**src/rtl/dlc_pkg.sv**
```systemverilog
package dlc_pkg;
    typedef enum logic [0:0] {
        S_IDLE = 1'b0,
        S_MOVE = 1'b1
    } dlc_state_e;
endpackage

```
**src/rtl/dlc_shadow.sv**
```systemverilog
module dlc_shadow #(
    parameter int BYTE_W = 8
) (
    input  logic                clk,
    input  logic                rst_n,
    input  logic                wr_lo,
    input  logic                wr_mid,
    input  logic [BYTE_W-1:0]   wr_data,
    input  logic                reload,
    input  logic                clear,
    output logic [2*BYTE_W-1:0] cnt_o
);
    logic [BYTE_W-1:0] hold_lo, hold_mid;

    always_ff @(posedge clk or negedge rst_n) begin
        if (!rst_n) begin
            hold_lo  <= '0;
            hold_mid <= '0;
        end else begin
            if (wr_lo)  hold_lo  <= wr_data;
            if (wr_mid) hold_mid <= wr_data;
        end
    end

    always_ff @(posedge clk or negedge rst_n) begin
        if (!rst_n)      cnt_o <= '0;
        else if (clear)  cnt_o <= '0;
        else if (reload) cnt_o <= {hold_mid, hold_lo};
    end
endmodule

```
**src/rtl/dlc_len_calc.sv**
```systemverilog
module dlc_len_calc #(
    parameter int CNT_W   = 16,
    parameter int LEN_W   = CNT_W + 1,
    parameter int CMD_CAP = 32
) (
    input  logic [CNT_W-1:0] count,
    input  logic             cmd_mode,
    input  logic [LEN_W-1:0] pend,
    output logic [LEN_W-1:0] len_o
);
    localparam logic [LEN_W-1:0] FULL = LEN_W'(1) << CNT_W;
    localparam logic [LEN_W-1:0] CAP  = LEN_W'(CMD_CAP);

    logic [LEN_W-1:0] count_ext, limit;

    always_comb begin
        count_ext = (count == '0) ? FULL : LEN_W'(count);
        limit     = cmd_mode ? CAP : pend;
        len_o     = (count_ext < limit) ? count_ext : limit;
    end
endmodule

```
**src/rtl/dlc_remain.sv**
```systemverilog
module dlc_remain #(
    parameter int LEN_W = 17,
    parameter int AMT_W = 8
) (
    input  logic             clk,
    input  logic             rst_n,
    input  logic             load,
    input  logic [LEN_W-1:0] load_val,
    input  logic             dec,
    input  logic [AMT_W-1:0] amt,
    output logic [LEN_W-1:0] remain_o,
    output logic             zero_hit
);
    logic [LEN_W-1:0] amt_ext, next_val;

    always_comb begin
        amt_ext  = LEN_W'(amt);
        next_val = (amt_ext >= remain_o) ? '0 : remain_o - amt_ext;
        zero_hit = dec && (next_val == '0);
    end

    always_ff @(posedge clk or negedge rst_n) begin
        if (!rst_n)    remain_o <= '0;
        else if (load) remain_o <= load_val;
        else if (dec)  remain_o <= next_val;
    end
endmodule

```
**src/rtl/dma_len_counter.sv**
```systemverilog
module dma_len_counter #(
    parameter int BYTE_W  = 8,
    parameter int LEN_W   = 2 * BYTE_W + 1,
    parameter int AMT_W   = 8,
    parameter int CMD_CAP = 32
) (
    input  logic                clk,
    input  logic                rst_n,
    input  logic                wr_lo,
    input  logic                wr_mid,
    input  logic [BYTE_W-1:0]   wr_data,
    input  logic                cmd_valid,
    input  logic                cmd_dma,
    input  logic                xfer_start,
    input  logic                cmd_mode,
    input  logic [LEN_W-1:0]    pend_size,
    input  logic                mv_ack,
    input  logic [AMT_W-1:0]    mv_amt,
    input  logic                done_in,
    input  logic                irq_ack,
    output logic [LEN_W-1:0]    eff_len,
    output logic [LEN_W-1:0]    remain,
    output logic [2*BYTE_W-1:0] cnt_rd,
    output logic                busy,
    output logic                tc,
    output logic                irq
);
    import dlc_pkg::*;
    localparam int CNT_W = 2 * BYTE_W;

    dlc_state_e       state, state_nx;
    logic             dma_mode;
    logic [LEN_W-1:0] calc_len;
    logic             start_ok, zero_len, dec_zero, move_done, complete;

    dlc_shadow #(.BYTE_W(BYTE_W)) u_shadow (
        .clk(clk), .rst_n(rst_n), .wr_lo(wr_lo), .wr_mid(wr_mid),
        .wr_data(wr_data), .reload(cmd_valid && cmd_dma),
        .clear(complete), .cnt_o(cnt_rd)
    );

    dlc_len_calc #(.CNT_W(CNT_W), .LEN_W(LEN_W), .CMD_CAP(CMD_CAP)) u_calc (
        .count(cnt_rd), .cmd_mode(cmd_mode), .pend(pend_size), .len_o(calc_len)
    );

    dlc_remain #(.LEN_W(LEN_W), .AMT_W(AMT_W)) u_remain (
        .clk(clk), .rst_n(rst_n), .load(start_ok), .load_val(calc_len),
        .dec((state == S_MOVE) && mv_ack), .amt(mv_amt),
        .remain_o(remain), .zero_hit(dec_zero)
    );

    always_comb begin
        start_ok  = xfer_start && dma_mode && (state == S_IDLE);
        zero_len  = start_ok && (calc_len == '0);
        move_done = (state == S_MOVE) && (dec_zero || done_in);
        complete  = zero_len || move_done;
    end

    // next state
    always_comb begin
        state_nx = state;
        unique case (state)
            S_IDLE: if (start_ok && !zero_len) state_nx = S_MOVE;  // START_MOVE
            S_MOVE: if (move_done)             state_nx = S_IDLE;  // FINISH
            default:                           state_nx = S_IDLE;
        endcase
    end

    // state register
    always_ff @(posedge clk or negedge rst_n) begin
        if (!rst_n) state <= S_IDLE;
        else        state <= state_nx;
    end

    // registered outputs
    always_ff @(posedge clk or negedge rst_n) begin
        if (!rst_n) begin
            dma_mode <= 1'b0;
            eff_len  <= '0;
            tc       <= 1'b0;
            irq      <= 1'b0;
        end else begin
            if (cmd_valid) dma_mode <= cmd_dma;
            if (start_ok)  eff_len  <= calc_len;
            if (complete)                          tc <= 1'b1;
            else if (wr_lo || wr_mid || start_ok)  tc <= 1'b0;
            if (complete)     irq <= 1'b1;
            else if (irq_ack) irq <= 1'b0;
        end
    end

    assign busy = (state == S_MOVE);
endmodule

```
**config.mk**
```make
export PLATFORM = sky130hd
export DESIGN_NAME = dma_len_counter
export DESIGN_NICKNAME = d
export VERILOG_FILES = /design/src/rtl/dlc_pkg.sv /design/src/rtl/dlc_shadow.sv /design/src/rtl/dlc_len_calc.sv /design/src/rtl/dlc_remain.sv /design/src/rtl/dma_len_counter.sv
export SDC_FILE = /design/constraint.sdc
export NUM_CORES = 1
export LEC_CHECK = 0
export ABC_AREA = 0
export ABC_CLOCK_PERIOD_IN_PS = 2750
export BUFFER_PORTS_ARGS = -buffer_cell sky130_fd_sc_hd__buf_2
export CELL_PAD_IN_SITES_DETAIL_PLACEMENT = 0
export CELL_PAD_IN_SITES_GLOBAL_PLACEMENT = 1
export CORE_MARGIN = 1
export CORE_UTILIZATION = 38
export CTS_CLUSTER_DIAMETER = 50
export CTS_CLUSTER_SIZE = 28
export DETAILED_ROUTE_END_ITERATION = 8
export PLACE_DENSITY = 0.89
export SLEW_MARGIN = 20
export SYNTH_ARGS = -nofsm -noshare
export SYNTH_HDL_FRONTEND = slang
export SYNTH_SLANG_ARGS = --single-unit
export TNS_END_PERCENT = 10
```
**constraint.sdc**
```tcl
create_clock -name clk -period 2.75 [get_ports clk]
set_input_delay 0.4125 -clock clk [delete_from_list [all_inputs] [get_ports clk]]
set_output_delay 0.4125 -clock clk [all_outputs]
set_load 0.05 [all_outputs]
```
==> results of run 1 <==
[flip-flops by register name, summed over array words and instances (netlist names)]
signal             flops
u_shadow.hold_mid      8
busy                   1
irq                    1
dma_mode               1
u_shadow.cnt_o        16
u_remain.remain_o     17
tc                     1
eff_len               17
u_shadow.hold_lo       8
[power groups by stage]
stage | registers [W] | logic [W] | clock network (W)
floorplan | 0.00271 | 0.00180 | 0
global placement | 0.00161 | 0.00441 | 0
detailed placement | 0.00163 | 0.00448 | 0
CTS | 0.00162 | 0.00455 | 0.00120
global route | 0.00167 | 0.00497 | 0.00124
finish | 0.00162 | 0.00464 | 0.00118
[how the worst max path moves through the flow]
stage                         start                  to  depth (start not counted)  slack (ns)
2_1_floorplan  u_remain.remain_o[0]  u_shadow.cnt_o[14]                         12       -0.19
3_3_place_gp              mv_amt[4]   u_shadow.cnt_o[4]                         10       -0.29
3_5_place_dp              mv_amt[4]  u_shadow.cnt_o[15]                         10       -0.37
4_1_cts        u_remain.remain_o[0]  u_shadow.cnt_o[15]                         12       -0.15
5_1_grt        u_remain.remain_o[0]   u_shadow.cnt_o[0]                         12       -0.21
6_report       u_remain.remain_o[0]  u_shadow.cnt_o[15]                         12       -0.15
[cells in the mapped netlist (3+ instances only)]
cell type,instances,area (um2)
nor4_1,9,56.30
a21o_1,7,52.55
nand4_1,5,31.28
a211oi_1,3,22.52
nand3_1,8,40.04
o221ai_1,6,52.55
o211ai_1,4,30.03
nor2_1,16,60.06
nor3_1,14,70.07
nand2b_1,16,100.1
mux2i_1,18,180.2
nor3_2,11,110.1
a21oi_1,34,170.2
o21ai_1,5,25.02
a31oi_1,18,112.6
dfrtp_1,70,1752
ha_1,24,300.3
o21a_1,5,37.54
inv_1,17,63.81
o21ai_0,30,150.1
clkbuf_1,37,138.9
nor2b_1,4,25.02
a221oi_1,3,26.28
mux2_2,16,180.2
or3_1,4,25.02
nand2_1,36,135.1
and3_1,6,37.54
buf_2,3,15.01
o41ai_1,3,26.28
or2_2,3,18.77
a22oi_1,5,37.54
[placed cells by master (no fill, tap or decap), types with 15 or more instances in the layout]
| master | instances |
|---|---|
| nand2b_1 | 16 |
| buf_2 | 96 |
| mux2i_1 | 18 |
| nor2_1 | 15 |
| inv_1 | 15 |
| dfrtp_1 | 67 |
| nand2_1 | 35 |
| a21oi_1 | 31 |
| a31oi_1 | 16 |
| o21ai_0 | 29 |
| mux2_2 | 16 |
| nor3_2 | 16 |
| buf_4 | 83 |
| ha_1 | 23 |
[cell families (layout without fill, tap and decap cells)]
| kind of cell | Yosys count | after routing | synth area share, % |
|---|---|---|---|
| AOI/OAI and AO/OA | 143 | 143 | 21.49 |
| xor gates and xnor gates | 4 | 4 | 0.7827 |
| adders and majority gates | 25 | 25 | 7.155 |
| buffers and inverters | 60 | 216 | 5.450 |
| DFF | 70 | 70 | 39.13 |
| muxes | 34 | 34 | 8.049 |
| and+or+nand+nor | 143 | 143 | 17.94 |
[routing by layer]
metal / global-route usage (%) / up-vias
li1: - / 2080
met4: 11.20 / 0
met1: 28.62 / 2097
met2: 37.76 / 198
met5: 0 / -
met3: 5.379 / 37
[timing repair]
item / CTS / global route
pin swaps: 3 / 7
gates resized for setup: 6 / 15
buffers inserted: 1 / 1
setup endpoints to repair: 42 / 51
hold endpoints to repair: 0 / 0
[area by class of cell]
| class | instances | area share [%] |
|---|---|---|
| Inverter | 17 | 1.046 |
| Tap cell | 143 | 2.932 |
| Clock buffer | 9 | 3.690 |
| Timing Repair Buffer | 183 | 19.39 |
| Clock inverter | 7 | 1.210 |
| Sequential cell | 70 | 28.76 |
| Multi-Input combinational cell | 349 | 42.97 |
[through the flow]
step           util [%]  total power (W)  instances  hold slack, ns  cell area (um2)
2_1_floorplan         -         0.004505        479          0.1169             4519
3_3_place_gp      49.51         0.006026        760          0.4425             5678
3_5_place_dp      49.51         0.006115        760          0.4548             5678
4_1_cts           52.54         0.007356        777         0.09318             6025
5_1_grt           53.22         0.007876        778          0.1218             6103
6_report          53.22         0.007443        778         0.08320             6103
==> results.txt, run 1 <==
Pre-CTS setup slack = -0.3653 ns
Synth warn = 0
Area grow syn2layout = 36.33%
Sink Count = 70
Post-synth EDFFs = 0
Status = finished, violations left
RR Endpoint = u_shadow.cnt_o[15]
Clock latency on the worst-skew pair = 0.34 ns
Max Clk Rate = 0.3454 GHz
CP Capture Type = register
VDD IR-drop max = 0.7764 mV
Post-synth ARST share = 100.0%
Hold-fix buffers, CTS = 0
Internal cell power = 0.003770 W
Largest net degree at the start of global routing = 42
Power share of the sequential group = 21.8%
CTS Buf Count = 9
Smallest setup slack after layout = -0.1454 ns
Top Layer Used = met4
Grt ovf = 0
Die ar. = 12220 um2
Final #Nets = 699
Worst Path Buf+Inv = 3
Clock power share = 15.9%
Crit Path Max Fanout = 16
Core area = 11470 um2
DR pass1 iterations = 5
Logic pwr share = 62.3%
Antenna violations before repair = 0
Static leakage = 2.963 nW
Pwr per Cell Area = 1220 nW/um2
Met3 WL post-DR = 992 um
Worst Tran Pin Value = 0.8823 ns
Number of synthesized register bits = 70
Hold Path Class = in2async
Worst r2r src = u_remain.remain_o[0]
Max Cap Viol = 0
Top Family by Delay on Critical Path = compound AO/OA/AOI/OAI gates
Root buf cell = clkbuf_16
Synth Instances = 479
Fill cells = 1054
Clock period minus worst slack = 2.895 ns
Final Cycle Share = 105.3%
Clk buf depth = 2
Post-Route Skew = 0.01031 ns
Area of the multi-input gates = 2623 um2
Final wirelength = 13670 um
Drt initial violations = 266
CP cell instances = inv_2, ha_4, inv_2, fa_2, a211o_1, and3_4, or4_4, o2111a_1, o2111ai_4, a21oi_4, buf_12, nor3_4
Most used cell, CP = inv_2
DRC = 0
Post-DP HPWL = 10570 um
Vias = 4412
H-tree levels = 3
Met2 WL = 6519 um
I/O pins = 97
Wire length on met1 = 5701 um
GPL Wtd Cong = 0.8995
Register Area = 1755 um2
Crit path largest cell delay = 0.45 ns
Setup total negative slack = -1.659 ns
CTS tree = built
Top FF cell, synth = dfrtp_1
Die Ht = 110.5 um
Slowest-stage cell, CP = or4_4
Chip width = 110.5 um
Port Buffers = 96
Setup Crit Path Kind = reg2reg
Max-slew violations = 0
Vias in the first global route = 4457
Num rows = 39
Final count of hold timing violations = 0
Syn_area_per_cell = 9.346 um2
Reg2Reg Setup Slack = -0.15 ns
RSZ-0062 raised after global routing = true
Final setup violation count = 20
Slew headroom = 41.04%
Cell variety after synth = 64
Mapped cell area = 4477 um2
First-pass GRT wire length = 22190 um
Register area share after synthesis = 39.13%
Critical path data required time = 3.01 ns
Wirelength per Cell = 17.57 um
Post-synth net total = 548
CP arrival = 3.15 ns
Routed Antenna Nets = 0
R2r worst-path depth = 12
Switching power = 0.003673 W
Drt via density = 5.671
CTS clk-pin slew, worst paths = 0.06 ns
Sw Ratio = 49.35%
GRT Total Usage = 23.09%
Initial core utilization = 39.04%
Share of cells above drive strength 1 = 41.57%
# diodes = 0
Worst setup SP type = register
Failing checks = negative setup slack
No activity file was read; power rests on OpenSTA's default activity.
==> inputs of run 2 (changes only) <==
--- a/config.mk
+++ b/config.mk
@@ -12,3 +12,2 @@
 export CELL_PAD_IN_SITES_GLOBAL_PLACEMENT = 1
-export CORE_MARGIN = 1
 export CORE_UTILIZATION = 38
==> constraint.sdc (replaced) <==
create_clock -name clk -period 2.75 [get_ports clk]
set_input_delay 0.55 -clock clk [delete_from_list [all_inputs] [get_ports clk]]
set_output_delay 0.55 -clock clk [all_outputs]
set_load 0.05 [all_outputs]
==> run 2 against run 1 <==
Compared with the run above:
- the run still ends with negative setup slack left
- non-clock buffer count grew 18
- sequential share of layout area shrank 0.84 points
- setup slack worse by 0.016 ns
- critical path depth stayed put
- cell area grew 3.0%
- clock power is 8% higher
- worst hold slack gained 0.13 ns
- die area unchanged
==> results.txt, run 2 (synthesis gave the netlist of run 1 again) <==
Root buf cell = clkbuf_16
Worst r2r src = u_remain.remain_o[0]
Most common cell after layout, fill and taps aside = buf_4
Final wirelength = 13940 um
Slew headroom = 39.78%
Clock period minus worst slack = 2.911 ns
I/O pins = 97
CTS Buf Count = 9
DR pass1 iterations = 4
Port Buffers = 96
DRC = 0
Sink Count = 70
GRT Total Usage = 23.35%
Clk buf depth = 2
Die ar. = 12220 um2
Drt initial violations = 196
Vias = 4420
Drt via density = 5.546
Routed Antenna Nets = 0
Max Clk Rate = 0.3435 GHz
R2r worst-path depth = 12
Status = finished, violations left
Hold Path Class = in2async
Design Power = 0.007660 W
Vias in the first global route = 4571
CP Capture Type = register
Wirelength per Cell = 17.49 um
Worst Tran Pin Value = 0.9011 ns
Post-Route Skew = 0.006846 ns
Die Ht = 110.5 um
Final #Nets = 717
Static leakage = 3.063 nW
CTS clk-pin slew, worst paths = 0.06 ns
Area grow syn2layout = 40.44%
Num rows = 39
Reg2Reg Setup Slack = -0.16 ns
First-pass GRT wire length = 22600 um
Commonest non-fill, non-tap cells in the layout = buf_4, buf_2, dfrtp_1
Core area = 11470 um2
Worst setup SP type = register
RR Endpoint = u_shadow.cnt_o[3]
Inst Count DP = 779
Max Cap Viol = 0
CTS tree = built
Hold-fix buffers, CTS = 0
Share of cells above drive strength 1 = 43.49%
Smallest setup slack after layout = -0.1614 ns
Chip width = 110.5 um
VDD IR-drop max = 0.6549 mV
Max-slew violations = 0
Antenna violations before repair = 0
Largest regs = eff_len x17, u_remain.remain_o x17, u_shadow.cnt_o x16
Setup Crit Path Kind = reg2reg
Final setup violation count = 17
Critical path data required time = 3.01 ns
Final count of hold timing violations = 0
CP arrival = 3.17 ns
H-tree levels = 3
Largest net degree at the start of global routing = 42
Crit Path Max Fanout = 16
Final Cycle Share = 105.9%
Fill cells = 1002
Failing checks = negative setup slack
Clock latency on the worst-skew pair = 0.34 ns
Pwr per Cell Area = 1218 nW/um2
GPL Wtd Cong = 0.8925
Grt ovf = 0
Initial core utilization = 39.04%
Post-DP HPWL = 11100 um
Fin cells = 797
RSZ-0062 raised after global routing = true
-- run 2: changes by cell type in the layout (fill, tap and decap cells not counted), sizes merged --
cell      delta
buf         +18
bufinv       +1
clkinv       -1
clkinvlp     -1
diode        +1
inv          +1
-- run 2: what timing repair did --
action	CTS	global route
setup buffers	1	0
endpoints found under the setup margin	47	50
endpoints found under the hold margin	0	0
pin swaps	5	3
resized for setup	9	19
-- run 2: layer usage --
layer,up-vias,part of all wire (%),global-route usage [%],wire length (um)
met2,152,49,39.75,6791
met5,-,0,0,0
met3,36,4.9,4.995,681
met1,2120,44,28.95,6103
met4,0,2.6,8.711,361
li1,2112,-,-,-
-- run 2: area by class of cell --
type | instances | area [um2] | share of cell area (%)
repair buffers | 201 | 1319 | 20.98
clock inverters | 7 | 103.9 | 1.652
flip-flops and latches | 70 | 1755 | 27.92
well taps | 143 | 178.9 | 2.846
clock buffers | 9 | 225.2 | 3.582
inverters | 17 | 63.81 | 1.015
multi-input cells | 349 | 2639 | 41.97
diodes | 1 | 2.502 | 0.03980
-- run 2: report_power, final --
part           total [W]  switching [W]  internal, W
clock network    0.00128       0.000478     0.000805
registers        0.00165       0.000284      0.00137
logic            0.00473        0.00295      0.00178
total            0.00766        0.00371      0.00395
-- run 2: stage by stage --
step	area [um2]	util, %	setup slack [ns]	TNS [ns]	hold slack, ns
after floorplan	4519	-	-0.1891	-2.958	0.2544
after global placement	5821	50.76	-0.4275	-10.12	0.4582
after detailed placement	5821	50.76	-0.5079	-13.08	0.4665
after CTS	6207	54.13	-0.1587	-1.775	0.2225
after global routing	6285	54.81	-0.2438	-3.883	0.2545
final	6287	54.83	-0.1614	-1.781	0.2126
-- run 2: critical path, cell delays in order, from the launching register on --
cell and delay, ns:
dfrtp_2 0.40, inv_2 0.07, ha_4 0.13, inv_2 0.04, fa_2 0.39, a211o_1 0.30, and3_4 0.16, or4_4 0.46
o2111a_1 0.29, o2111ai_4 0.14, a21oi_4 0.09, buf_12 0.17, nor3_1 0.18
-- run 2: how the worst max path moves through the flow --
stage | startpoint | endpoint | slack [ns] | cells after the start
final | u_remain.remain_o[0] | u_shadow.cnt_o[3] | -0.16 | 12
after global routing | u_remain.remain_o[0] | u_shadow.cnt_o[15] | -0.24 | 12
after CTS | u_remain.remain_o[0] | u_shadow.cnt_o[15] | -0.16 | 12
after detailed placement | mv_amt[4] | u_shadow.cnt_o[2] | -0.51 | 10
after global placement | mv_amt[4] | u_shadow.cnt_o[4] | -0.43 | 10
after floorplan | u_remain.remain_o[0] | u_shadow.cnt_o[14] | -0.19 | 12
